==> src/rtl/telem_pkg.sv <==
// Package: register port widths and address decode codes for the telemetry unit.
// Assumes the address splits into a 4-bit group (upper) and a 4-bit index (lower).
package telem_pkg;
    localparam int REG_DW = 16;
    localparam int REG_AW = 8;

    localparam logic [3:0] GRP_RESULT = 4'h0;
    localparam logic [3:0] GRP_HILIM  = 4'h1;
    localparam logic [3:0] GRP_LOLIM  = 4'h2;
    localparam logic [3:0] GRP_CTRL   = 4'h3;

    localparam logic [3:0] CTL_HI_EN   = 4'h0;
    localparam logic [3:0] CTL_LO_EN   = 4'h1;
    localparam logic [3:0] CTL_HI_FLAG = 4'h2;
    localparam logic [3:0] CTL_LO_FLAG = 4'h3;
endpackage

==> src/rtl/telem_sched.sv <==
// Module: round-robin channel scheduler. Each channel owns a slot of SLOT_CYC
// cycles. A start pulse opens the slot, and a done strobe inside the slot is
// passed on as a capture. Assumes SLOT_CYC >= 2 and NUM_CH >= 2.
module telem_sched #(
    parameter int NUM_CH   = 11,
    parameter int RES_W    = 14,
    parameter int SLOT_CYC = 82000,
    parameter int CH_W     = 4
) (
    input  logic             clk,
    input  logic             rst_n,
    input  logic             conv_done,
    input  logic [RES_W-1:0] conv_data,
    output logic             conv_start,
    output logic [CH_W-1:0]  conv_chan,
    output logic             cap_valid,
    output logic [CH_W-1:0]  cap_chan,
    output logic [RES_W-1:0] cap_data
);
    localparam int CNT_W = (SLOT_CYC > 2) ? $clog2(SLOT_CYC) : 1;
    localparam logic [CNT_W-1:0] CNT_LAST = CNT_W'(SLOT_CYC - 1);
    localparam logic [CH_W-1:0]  CH_LAST  = CH_W'(NUM_CH - 1);

    logic             run_q;
    logic             pend_q;
    logic [CNT_W-1:0] cnt_q;
    logic [CH_W-1:0]  chan_q;
    logic             slot_end;

    assign slot_end   = run_q && (cnt_q == CNT_LAST);
    assign conv_start = run_q && (cnt_q == '0);
    assign conv_chan  = chan_q;
    assign cap_valid  = pend_q && conv_done;
    assign cap_chan   = chan_q;
    assign cap_data   = conv_data;

    // Slot timer and channel pointer, advancing once per slot.
    always_ff @(posedge clk) begin
        if (!rst_n) begin
            run_q  <= 1'b0;
            cnt_q  <= '0;
            chan_q <= '0;
        end else begin
            run_q <= 1'b1;
            if (run_q) begin
                if (slot_end) begin
                    cnt_q  <= '0;
                    chan_q <= (chan_q == CH_LAST) ? '0 : chan_q + 1'b1;
                end else begin
                    cnt_q <= cnt_q + 1'b1;
                end
            end
        end
    end

    // Pending flag: a result is accepted only between start and slot end.
    always_ff @(posedge clk) begin
        if (!rst_n) begin
            pend_q <= 1'b0;
        end else if (conv_start) begin
            pend_q <= 1'b1;
        end else if (cap_valid || slot_end) begin
            pend_q <= 1'b0;
        end
    end

    assert_start_legal_R1: assert property (@(posedge clk) disable iff (!rst_n)
        conv_start |-> (conv_chan <= CH_LAST));

    assert_chan_step_R1: assert property (@(posedge clk) disable iff (!rst_n)
        slot_end |=> (conv_start &&
            (conv_chan == (($past(conv_chan) == CH_LAST) ? '0 : $past(conv_chan) + 1'b1))));

    assert_start_width_R2: assert property (@(posedge clk) disable iff (!rst_n)
        conv_start |=> !conv_start);
endmodule

==> src/rtl/telem_regbank.sv <==
// Module: per-channel result registers and limit registers. A result is loaded
// whole in one cycle from a capture, so a read never sees a partial value.
// Limits are written through the decoded register port.
module telem_regbank
    import telem_pkg::*;
#(
    parameter int NUM_CH = 11,
    parameter int RES_W  = 14,
    parameter int CH_W   = 4
) (
    input  logic              clk,
    input  logic              rst_n,
    input  logic              cap_valid,
    input  logic [CH_W-1:0]   cap_chan,
    input  logic [RES_W-1:0]  cap_data,
    input  logic              wr_en,
    input  logic [3:0]        wr_grp,
    input  logic [3:0]        wr_idx,
    input  logic [REG_DW-1:0] wdata,
    output logic [RES_W-1:0]  result_o [NUM_CH],
    output logic [REG_DW-1:0] hi_lim_o [NUM_CH],
    output logic [REG_DW-1:0] lo_lim_o [NUM_CH]
);
    localparam logic [REG_DW-1:0] HI_RST = REG_DW'({RES_W{1'b1}});

    for (genvar g = 0; g < NUM_CH; g++) begin : g_ch
        logic hit_cap, hit_hi, hit_lo;
        assign hit_cap = cap_valid && (cap_chan == CH_W'(g));
        assign hit_hi  = wr_en && (wr_grp == GRP_HILIM) && (wr_idx == 4'(g));
        assign hit_lo  = wr_en && (wr_grp == GRP_LOLIM) && (wr_idx == 4'(g));

        // Result register: loaded only by a capture for this channel.
        always_ff @(posedge clk) begin
            if (!rst_n)       result_o[g] <= '0;
            else if (hit_cap) result_o[g] <= cap_data;
        end

        // Limit registers: host-written, reset to the full-scale window.
        always_ff @(posedge clk) begin
            if (!rst_n) begin
                hi_lim_o[g] <= HI_RST;
                lo_lim_o[g] <= '0;
            end else begin
                if (hit_hi) hi_lim_o[g] <= wdata;
                if (hit_lo) lo_lim_o[g] <= wdata;
            end
        end

        assert_result_load_R3: assert property (@(posedge clk) disable iff (!rst_n)
            (cap_valid && (cap_chan == CH_W'(g))) |=> (result_o[g] == $past(cap_data)));

        assert_result_hold_R4: assert property (@(posedge clk) disable iff (!rst_n)
            !(cap_valid && (cap_chan == CH_W'(g))) |=> $stable(result_o[g]));
    end
endmodule

==> src/rtl/telem_alarm.sv <==
// Module: limit comparison, sticky high/low flags with write-one-to-clear, the
// enable registers and the alarm output. A set from a capture wins over a clear
// in the same cycle. Assumes NUM_CH <= 16 and DIE_CH < NUM_CH.
module telem_alarm
    import telem_pkg::*;
#(
    parameter int NUM_CH = 11,
    parameter int RES_W  = 14,
    parameter int CH_W   = 4,
    parameter int DIE_CH = 10
) (
    input  logic              clk,
    input  logic              rst_n,
    input  logic              cap_valid,
    input  logic [CH_W-1:0]   cap_chan,
    input  logic [RES_W-1:0]  cap_data,
    input  logic [REG_DW-1:0] hi_lim_i [NUM_CH],
    input  logic [REG_DW-1:0] lo_lim_i [NUM_CH],
    input  logic              wr_en,
    input  logic [3:0]        wr_grp,
    input  logic [3:0]        wr_idx,
    input  logic [NUM_CH-1:0] wbits,
    output logic [NUM_CH-1:0] hi_en_o,
    output logic [NUM_CH-1:0] lo_en_o,
    output logic [NUM_CH-1:0] hi_flag_o,
    output logic [NUM_CH-1:0] lo_flag_o,
    output logic              alarm
);
    localparam logic [NUM_CH-1:0] HI_EN_RST = NUM_CH'(1) << DIE_CH;

    logic [REG_DW-1:0] val_ext;
    logic              over, under, ctl_wr, en_wr;
    logic [NUM_CH-1:0] onehot, hi_set, lo_set, hi_clr, lo_clr;

    // Compare the captured value with its channel's limits and build set/clear masks.
    always_comb begin
        val_ext = REG_DW'(cap_data);
        over    = val_ext > hi_lim_i[cap_chan];
        under   = val_ext < lo_lim_i[cap_chan];
        onehot  = NUM_CH'(1) << cap_chan;
        hi_set  = (cap_valid && over)  ? onehot : '0;
        lo_set  = (cap_valid && under) ? onehot : '0;
        ctl_wr  = wr_en && (wr_grp == GRP_CTRL);
        en_wr   = ctl_wr && ((wr_idx == CTL_HI_EN) || (wr_idx == CTL_LO_EN));
        hi_clr  = (ctl_wr && (wr_idx == CTL_HI_FLAG)) ? wbits : '0;
        lo_clr  = (ctl_wr && (wr_idx == CTL_LO_FLAG)) ? wbits : '0;
    end

    // Enable registers: only the die temperature high enable starts set.
    always_ff @(posedge clk) begin
        if (!rst_n) begin
            hi_en_o <= HI_EN_RST;
            lo_en_o <= '0;
        end else begin
            if (ctl_wr && (wr_idx == CTL_HI_EN)) hi_en_o <= wbits;
            if (ctl_wr && (wr_idx == CTL_LO_EN)) lo_en_o <= wbits;
        end
    end

    // Sticky flags: cleared by writing ones, set by limit crossings (set wins).
    always_ff @(posedge clk) begin
        if (!rst_n) begin
            hi_flag_o <= '0;
            lo_flag_o <= '0;
        end else begin
            hi_flag_o <= (hi_flag_o & ~hi_clr) | hi_set;
            lo_flag_o <= (lo_flag_o & ~lo_clr) | lo_set;
        end
    end

    assign alarm = |((hi_flag_o & hi_en_o) | (lo_flag_o & lo_en_o));

    assert_flag_sticky_R8: assert property (@(posedge clk) disable iff (!rst_n)
        (hi_clr == '0) |=> ((hi_flag_o & $past(hi_flag_o)) == $past(hi_flag_o)));

    assert_flag_needs_capture_R7: assert property (@(posedge clk) disable iff (!rst_n)
        !cap_valid |=> ((hi_flag_o & ~$past(hi_flag_o)) == '0) &&
                       ((lo_flag_o & ~$past(lo_flag_o)) == '0));

    assert_alarm_cause_R9: assert property (@(posedge clk) disable iff (!rst_n)
        $rose(alarm) |-> ($past(cap_valid) || $past(en_wr)));
endmodule

==> src/rtl/telem_scan_unit.sv <==
// Module: top of the telemetry scan and alarm unit. Ties the scheduler, the
// register bank and the alarm logic together and provides the registered
// read mux of the word register port. Assumes NUM_CH <= 16 and RES_W <= 16.
module telem_scan_unit
    import telem_pkg::*;
#(
    parameter int NUM_CH   = 11,
    parameter int RES_W    = 14,
    parameter int SLOT_CYC = 82000,
    parameter int DIE_CH   = 10
) (
    input  logic                       clk,
    input  logic                       rst_n,
    output logic                       conv_start,
    output logic [$clog2(NUM_CH)-1:0]  conv_chan,
    input  logic                       conv_done,
    input  logic [RES_W-1:0]           conv_data,
    input  logic                       reg_wr_en,
    input  logic                       reg_rd_en,
    input  logic [REG_AW-1:0]          reg_addr,
    input  logic [REG_DW-1:0]          reg_wdata,
    output logic [REG_DW-1:0]          reg_rdata,
    output logic                       alarm
);
    localparam int CH_W = $clog2(NUM_CH);

    logic              cap_valid;
    logic [CH_W-1:0]   cap_chan;
    logic [RES_W-1:0]  cap_data;
    logic [3:0]        grp, idx;
    logic [RES_W-1:0]  result [NUM_CH];
    logic [REG_DW-1:0] hi_lim [NUM_CH];
    logic [REG_DW-1:0] lo_lim [NUM_CH];
    logic [NUM_CH-1:0] hi_en, lo_en, hi_flag, lo_flag;
    logic [REG_DW-1:0] rd_mux;
    logic              idx_ok;

    assign grp    = reg_addr[7:4];
    assign idx    = reg_addr[3:0];
    assign idx_ok = (32'(idx) < NUM_CH);

    telem_sched #(.NUM_CH(NUM_CH), .RES_W(RES_W), .SLOT_CYC(SLOT_CYC), .CH_W(CH_W)) u_sched (
        .clk(clk), .rst_n(rst_n), .conv_done(conv_done), .conv_data(conv_data),
        .conv_start(conv_start), .conv_chan(conv_chan),
        .cap_valid(cap_valid), .cap_chan(cap_chan), .cap_data(cap_data)
    );

    telem_regbank #(.NUM_CH(NUM_CH), .RES_W(RES_W), .CH_W(CH_W)) u_regs (
        .clk(clk), .rst_n(rst_n), .cap_valid(cap_valid), .cap_chan(cap_chan),
        .cap_data(cap_data), .wr_en(reg_wr_en), .wr_grp(grp), .wr_idx(idx),
        .wdata(reg_wdata), .result_o(result), .hi_lim_o(hi_lim), .lo_lim_o(lo_lim)
    );

    telem_alarm #(.NUM_CH(NUM_CH), .RES_W(RES_W), .CH_W(CH_W), .DIE_CH(DIE_CH)) u_alarm (
        .clk(clk), .rst_n(rst_n), .cap_valid(cap_valid), .cap_chan(cap_chan),
        .cap_data(cap_data), .hi_lim_i(hi_lim), .lo_lim_i(lo_lim),
        .wr_en(reg_wr_en), .wr_grp(grp), .wr_idx(idx), .wbits(reg_wdata[NUM_CH-1:0]),
        .hi_en_o(hi_en), .lo_en_o(lo_en), .hi_flag_o(hi_flag), .lo_flag_o(lo_flag),
        .alarm(alarm)
    );

    // Read mux: select the addressed word, zero for unmapped addresses.
    always_comb begin
        rd_mux = '0;
        case (grp)
            GRP_RESULT: if (idx_ok) rd_mux = REG_DW'(result[idx]);
            GRP_HILIM:  if (idx_ok) rd_mux = hi_lim[idx];
            GRP_LOLIM:  if (idx_ok) rd_mux = lo_lim[idx];
            GRP_CTRL: begin
                case (idx)
                    CTL_HI_EN:   rd_mux = REG_DW'(hi_en);
                    CTL_LO_EN:   rd_mux = REG_DW'(lo_en);
                    CTL_HI_FLAG: rd_mux = REG_DW'(hi_flag);
                    CTL_LO_FLAG: rd_mux = REG_DW'(lo_flag);
                    default:     rd_mux = '0;
                endcase
            end
            default: rd_mux = '0;
        endcase
    end

    // Read data register: loads the addressed word whenever a read is requested.
    always_ff @(posedge clk) begin
        if (!rst_n)         reg_rdata <= '0;
        else if (reg_rd_en) reg_rdata <= rd_mux;
    end

    assert_rdata_hold_R11: assert property (@(posedge clk) disable iff (!rst_n)
        !reg_rd_en |=> $stable(reg_rdata));
endmodule

==> config.mk <==
export PLATFORM = sky130hd
export DESIGN_NAME = telem_scan_unit
export DESIGN_NICKNAME = d
export VERILOG_FILES = /design/src/rtl/telem_pkg.sv /design/src/rtl/telem_sched.sv /design/src/rtl/telem_regbank.sv /design/src/rtl/telem_alarm.sv /design/src/rtl/telem_scan_unit.sv
export SDC_FILE = /design/constraint.sdc
export NUM_CORES = 2
export LEC_CHECK = 0
export CAP_MARGIN = 20
export CORE_MARGIN = 4
export CORE_UTILIZATION = 45
export DETAILED_ROUTE_END_ITERATION = 7
export PLACE_DENSITY = 0.73
export SLEW_MARGIN = 25
export SYNTH_ARGS = -nofsm -noshare
export SYNTH_HDL_FRONTEND = slang
export SYNTH_SLANG_ARGS = --single-unit
==> constraint.sdc <==
create_clock -name clk -period 6.5 [get_ports clk]
set_input_delay 0.65 -clock clk [delete_from_list [all_inputs] [get_ports clk]]
set_output_delay 0.65 -clock clk [all_outputs]
set_load 0.03 [all_outputs]
==> flow_metrics.py <==
metrics = {
    "die": {
        "ios": 65,
        "initial_core_util_pct": 45.6,
        "die_area_um2": 72600,
        "row_count": 95,
        "die_w_um": 269,
        "fp.coreArea_um2": 67500,
        "die_h_um": 269,
    },
    "clocking": {
        "htreeDepth": 3,
        "cts_setup_buffers": 0,
        "root_buffer": "clkbuf_16",
        "cts.path.max_buffers": 3,
        "clock_latency_ps": 620,
        "postCtsHoldBufs": 0,
        "cts.sinks": 589,
        "cts_buffers": 66,
        "clk_pin_slew_worst_paths_ps": 60,
        "cts_resized": 0,
        "cts_tree": "yes",
    },
    "logic_synthesis": {
        "synth_xor_area_share_pct": 0.427,
        "syn_nets": 3549,
        "seq_area_frac_synth_pct": 38.3,
        "yosys.area_share.adder_pct": 1.26,
        "yosys_most_used_dff": "dfxtp_1",
        "synth_cells": 3475,
        "yosys.area_share.simple_pct": 22.5,
        "postSynthAreaPerCell_um2": 8.85,
        "synth_top_family_by_area": "simple AND/OR/NAND/NOR gates",
        "synth-edff-count": 0,
        "synthArstFlopShare_pct": 0,
        "syn_area_um2": 30800,
        "synth.distinct_cells": 82,
        "synth_mux_area_share_pct": 17.6,
        "ys_seq_elements": 589,
        "synth-compound-area-share_pct": 14.4,
        "synth_warnings": 0,
    },
    "hold_path": {
        "hold_class": "reg2reg",
        "hold_start": "u_regs.result_o[48]",
    },
    "routing": {
        "num_vias": 27000,
        "wl_per_cell_um": 25.1,
        "viasPerCell": 6.33,
        "antenna_left": 0,
        "drtIter0Drc": 3818,
        "drt-total-wl_mm": 107,
        "remaining_drc_errors": 14,
        "firstDrtPassIters": 8,
    },
    "pwr": {
        "vdd_drop_max_mv": 0.149,
        "finalPower_mw": 7.99,
        "power_leakage_nw": 12.3,
        "p_per_area_nw_per_um2": 237,
    },
    "finish": {
        "nets": 3415,
        "fin_cells": 4260,
        "post-route-util_pct": 50.0,
        "register_area_um2": 11800,
        "multi_input_area_um2": 17300,
        "num-fill-cells": 6186,
        "design_area_um2": 33700,
        "drive_gt1_share_pct": 10.9,
        "area_growth_pct": 9.70,
    },
    "critical_path": {
        "reg2reg_from": "u_sched.cap_chan[0]",
        "critPathRequiredTime_ps": 7030,
        "crit_path_end_kind": "flip-flop",
        "crit_arrival_ps": 4570,
        "startpoint": "u_sched.cap_chan[0]",
        "critPathKind": "reg2reg",
        "path_max_fanout": 85,
        "critPathLaunchType": "flip-flop",
    },
    "timing": {
        "layout_min_cycle_time_ps": 4030,
        "fin_hold_ws_ps": 452,
        "setup_violations": 0,
        "hold_viol_final": 0,
        "fin_skew_ps": 28.1,
        "postLayoutSetupSlackWorst_ps": 2470,
        "max_slew_margin_pct": 24.7,
        "rsz0062_at_grt": "no",
        "worst_slew_pin_slew_ps": 1130,
        "tns_ps": 0,
        "fmax_ghz": 0.248,
        "fin_crit_sh_pct": 62.1,
        "slew_violations": 0,
    },
    "global_routing": {
        "grt_max_degree": 225,
        "grt_pass1_wl_mm": 160,
        "grt_use_total_pct": 28.3,
        "antenna_found_initial": 1,
        "grt_pass1_vias": 25200,
        "gr-total-overflow": 0,
    },
    "place": {
        "io_buffers": 64,
        "detailed_place_hpwl_mm": 67.7,
        "post-place-ws_ps": 2550,
        "placed_area_um2": 31500,
        "place_inst": 4146,
        "routabilityCongestion": 1.06,
    },
    "run_status": {
        "status": "complete, but fails checks",
        "violations": "DRC",
    },
    "job": {
        "max_cap_viol_count": 0,
    },
}
where the power goes:
group          internal, mW  leakage (nW)  switching [mW]
clock                  2.31          1.09            1.56
sequential             3.62          4.75         0.00719
combinational         0.152          6.43           0.344
total                  6.08          12.3            1.91
placed cells by master, fill, tap and decap left out, types with 34 or more instances in the layout:
cell	count
nand3_1	275
mux4_2	134
nand2_1	800
a22oi_1	34
mux2i_1	231
buf_4	66
dfxtp_1	585
clkbuf_16	72
a211oi_1	34
nor2b_1	158
clkdlybuf4s50_1	55
a21boi_0	232
nor2_1	114
a21oi_1	70
cells in the mapped netlist (6+ instances only):
library cell	number	area, um2
nand2_1	800	3000
dfxtp_1	589	11800
nand3_1	275	1380
a21boi_0	232	1740
mux2i_1	231	2310
clkbuf_1	215	807
nor2b_1	163	1020
mux4_2	134	3020
nor2_1	118	443
a21oi_1	70	350
buf_2	67	335
a211oi_1	34	255
a22oi_1	34	255
ha_1	31	388
o211ai_1	30	225
a21boi_1	27	203
a31oi_1	26	163
inv_1	26	97.6
o21ai_0	25	125
buf_4	23	173
nor3_1	23	115
and3_1	21	131
nand4_1	18	113
buf_6	17	191
o221ai_1	17	149
o31ai_1	17	128
o2bb2ai_1	16	140
nand2b_1	13	81.3
a2bb2oi_1	11	96.3
or2_2	11	68.8
buf_1	10	37.5
nor4_1	10	62.6
xor2_1	10	87.6
a221oi_1	8	70.1
a21o_1	7	52.6
a22o_1	7	61.3
a32oi_1	7	61.3
mux2_2	7	78.8
o22ai_1	6	37.5
cell families (layout without fill, tap and decap cells):
family	Yosys count	after routing
DFF	589	589
and+or+nand+nor	1500	1500
AOI/OAI and AO/OA	606	606
adders and majority gates	31	31
xor gates and xnor gates	15	15
buffers and inverters	362	273
muxes	372	372
other	0	1
cell type report:
class,count,area share (%)
multi-input cells,2524,51.4
flip-flops and latches,589,35.0
clock buffers,94,5.85
repair buffers,134,3.55
well taps,873,3.24
clock inverters,19,0.690
inverters,26,0.289
diodes,1,0.00742
sequential cells by signal (all words and copies together), names as in the netlist:
name and cells:
u_sched.cap_chan 4, u_alarm.lo_en_o 11, u_sched.run_q 1, u_sched.cnt_q 17, u_regs.result_o 154, u_regs.lo_lim_o 176, u_alarm.lo_flag_o 11, u_alarm.hi_flag_o 11
u_regs.hi_lim_o 176, u_alarm.hi_en_o 11, reg_rdata 16, u_sched.pend_q 1
metal layers:
layer | GRT usage [%] | wire length [um] | up-vias
li1 | - | - | 12000
met1 | 38.5 | 42200 | 13000
met2 | 40.5 | 44200 | 1684
met3 | 8.90 | 14300 | 331
met4 | 13.7 | 6040 | 6
met5 | 2.50 | 266 | -
path summary, 6_finish.rpt:
| path | end | slack, ps | cells after the start |
|---|---|---|---|
| worst max-delay path | u_alarm.lo_flag_o[10] | 2470 | 11 |
| worst min-delay path | u_regs.result_o[48] | 450 | 2 |
| worst max register to register | u_alarm.lo_flag_o[10] | 2470 | 11 |
| worst min register to register | u_regs.result_o[48] | 450 | 2 |
critical path, cell delays in order, from the launching register on:
cell and delay, ps:
dfxtp_4 590, buf_12 410, mux4_2 600, nor2_1 110, a211oi_1 70, a21oi_1 220
ha_1 290, a21o_1 160, a211oi_1 380, o211ai_1 160, a211o_1 430, a31oi_1 210
Note: power is estimated with default switching activity, not from simulation.
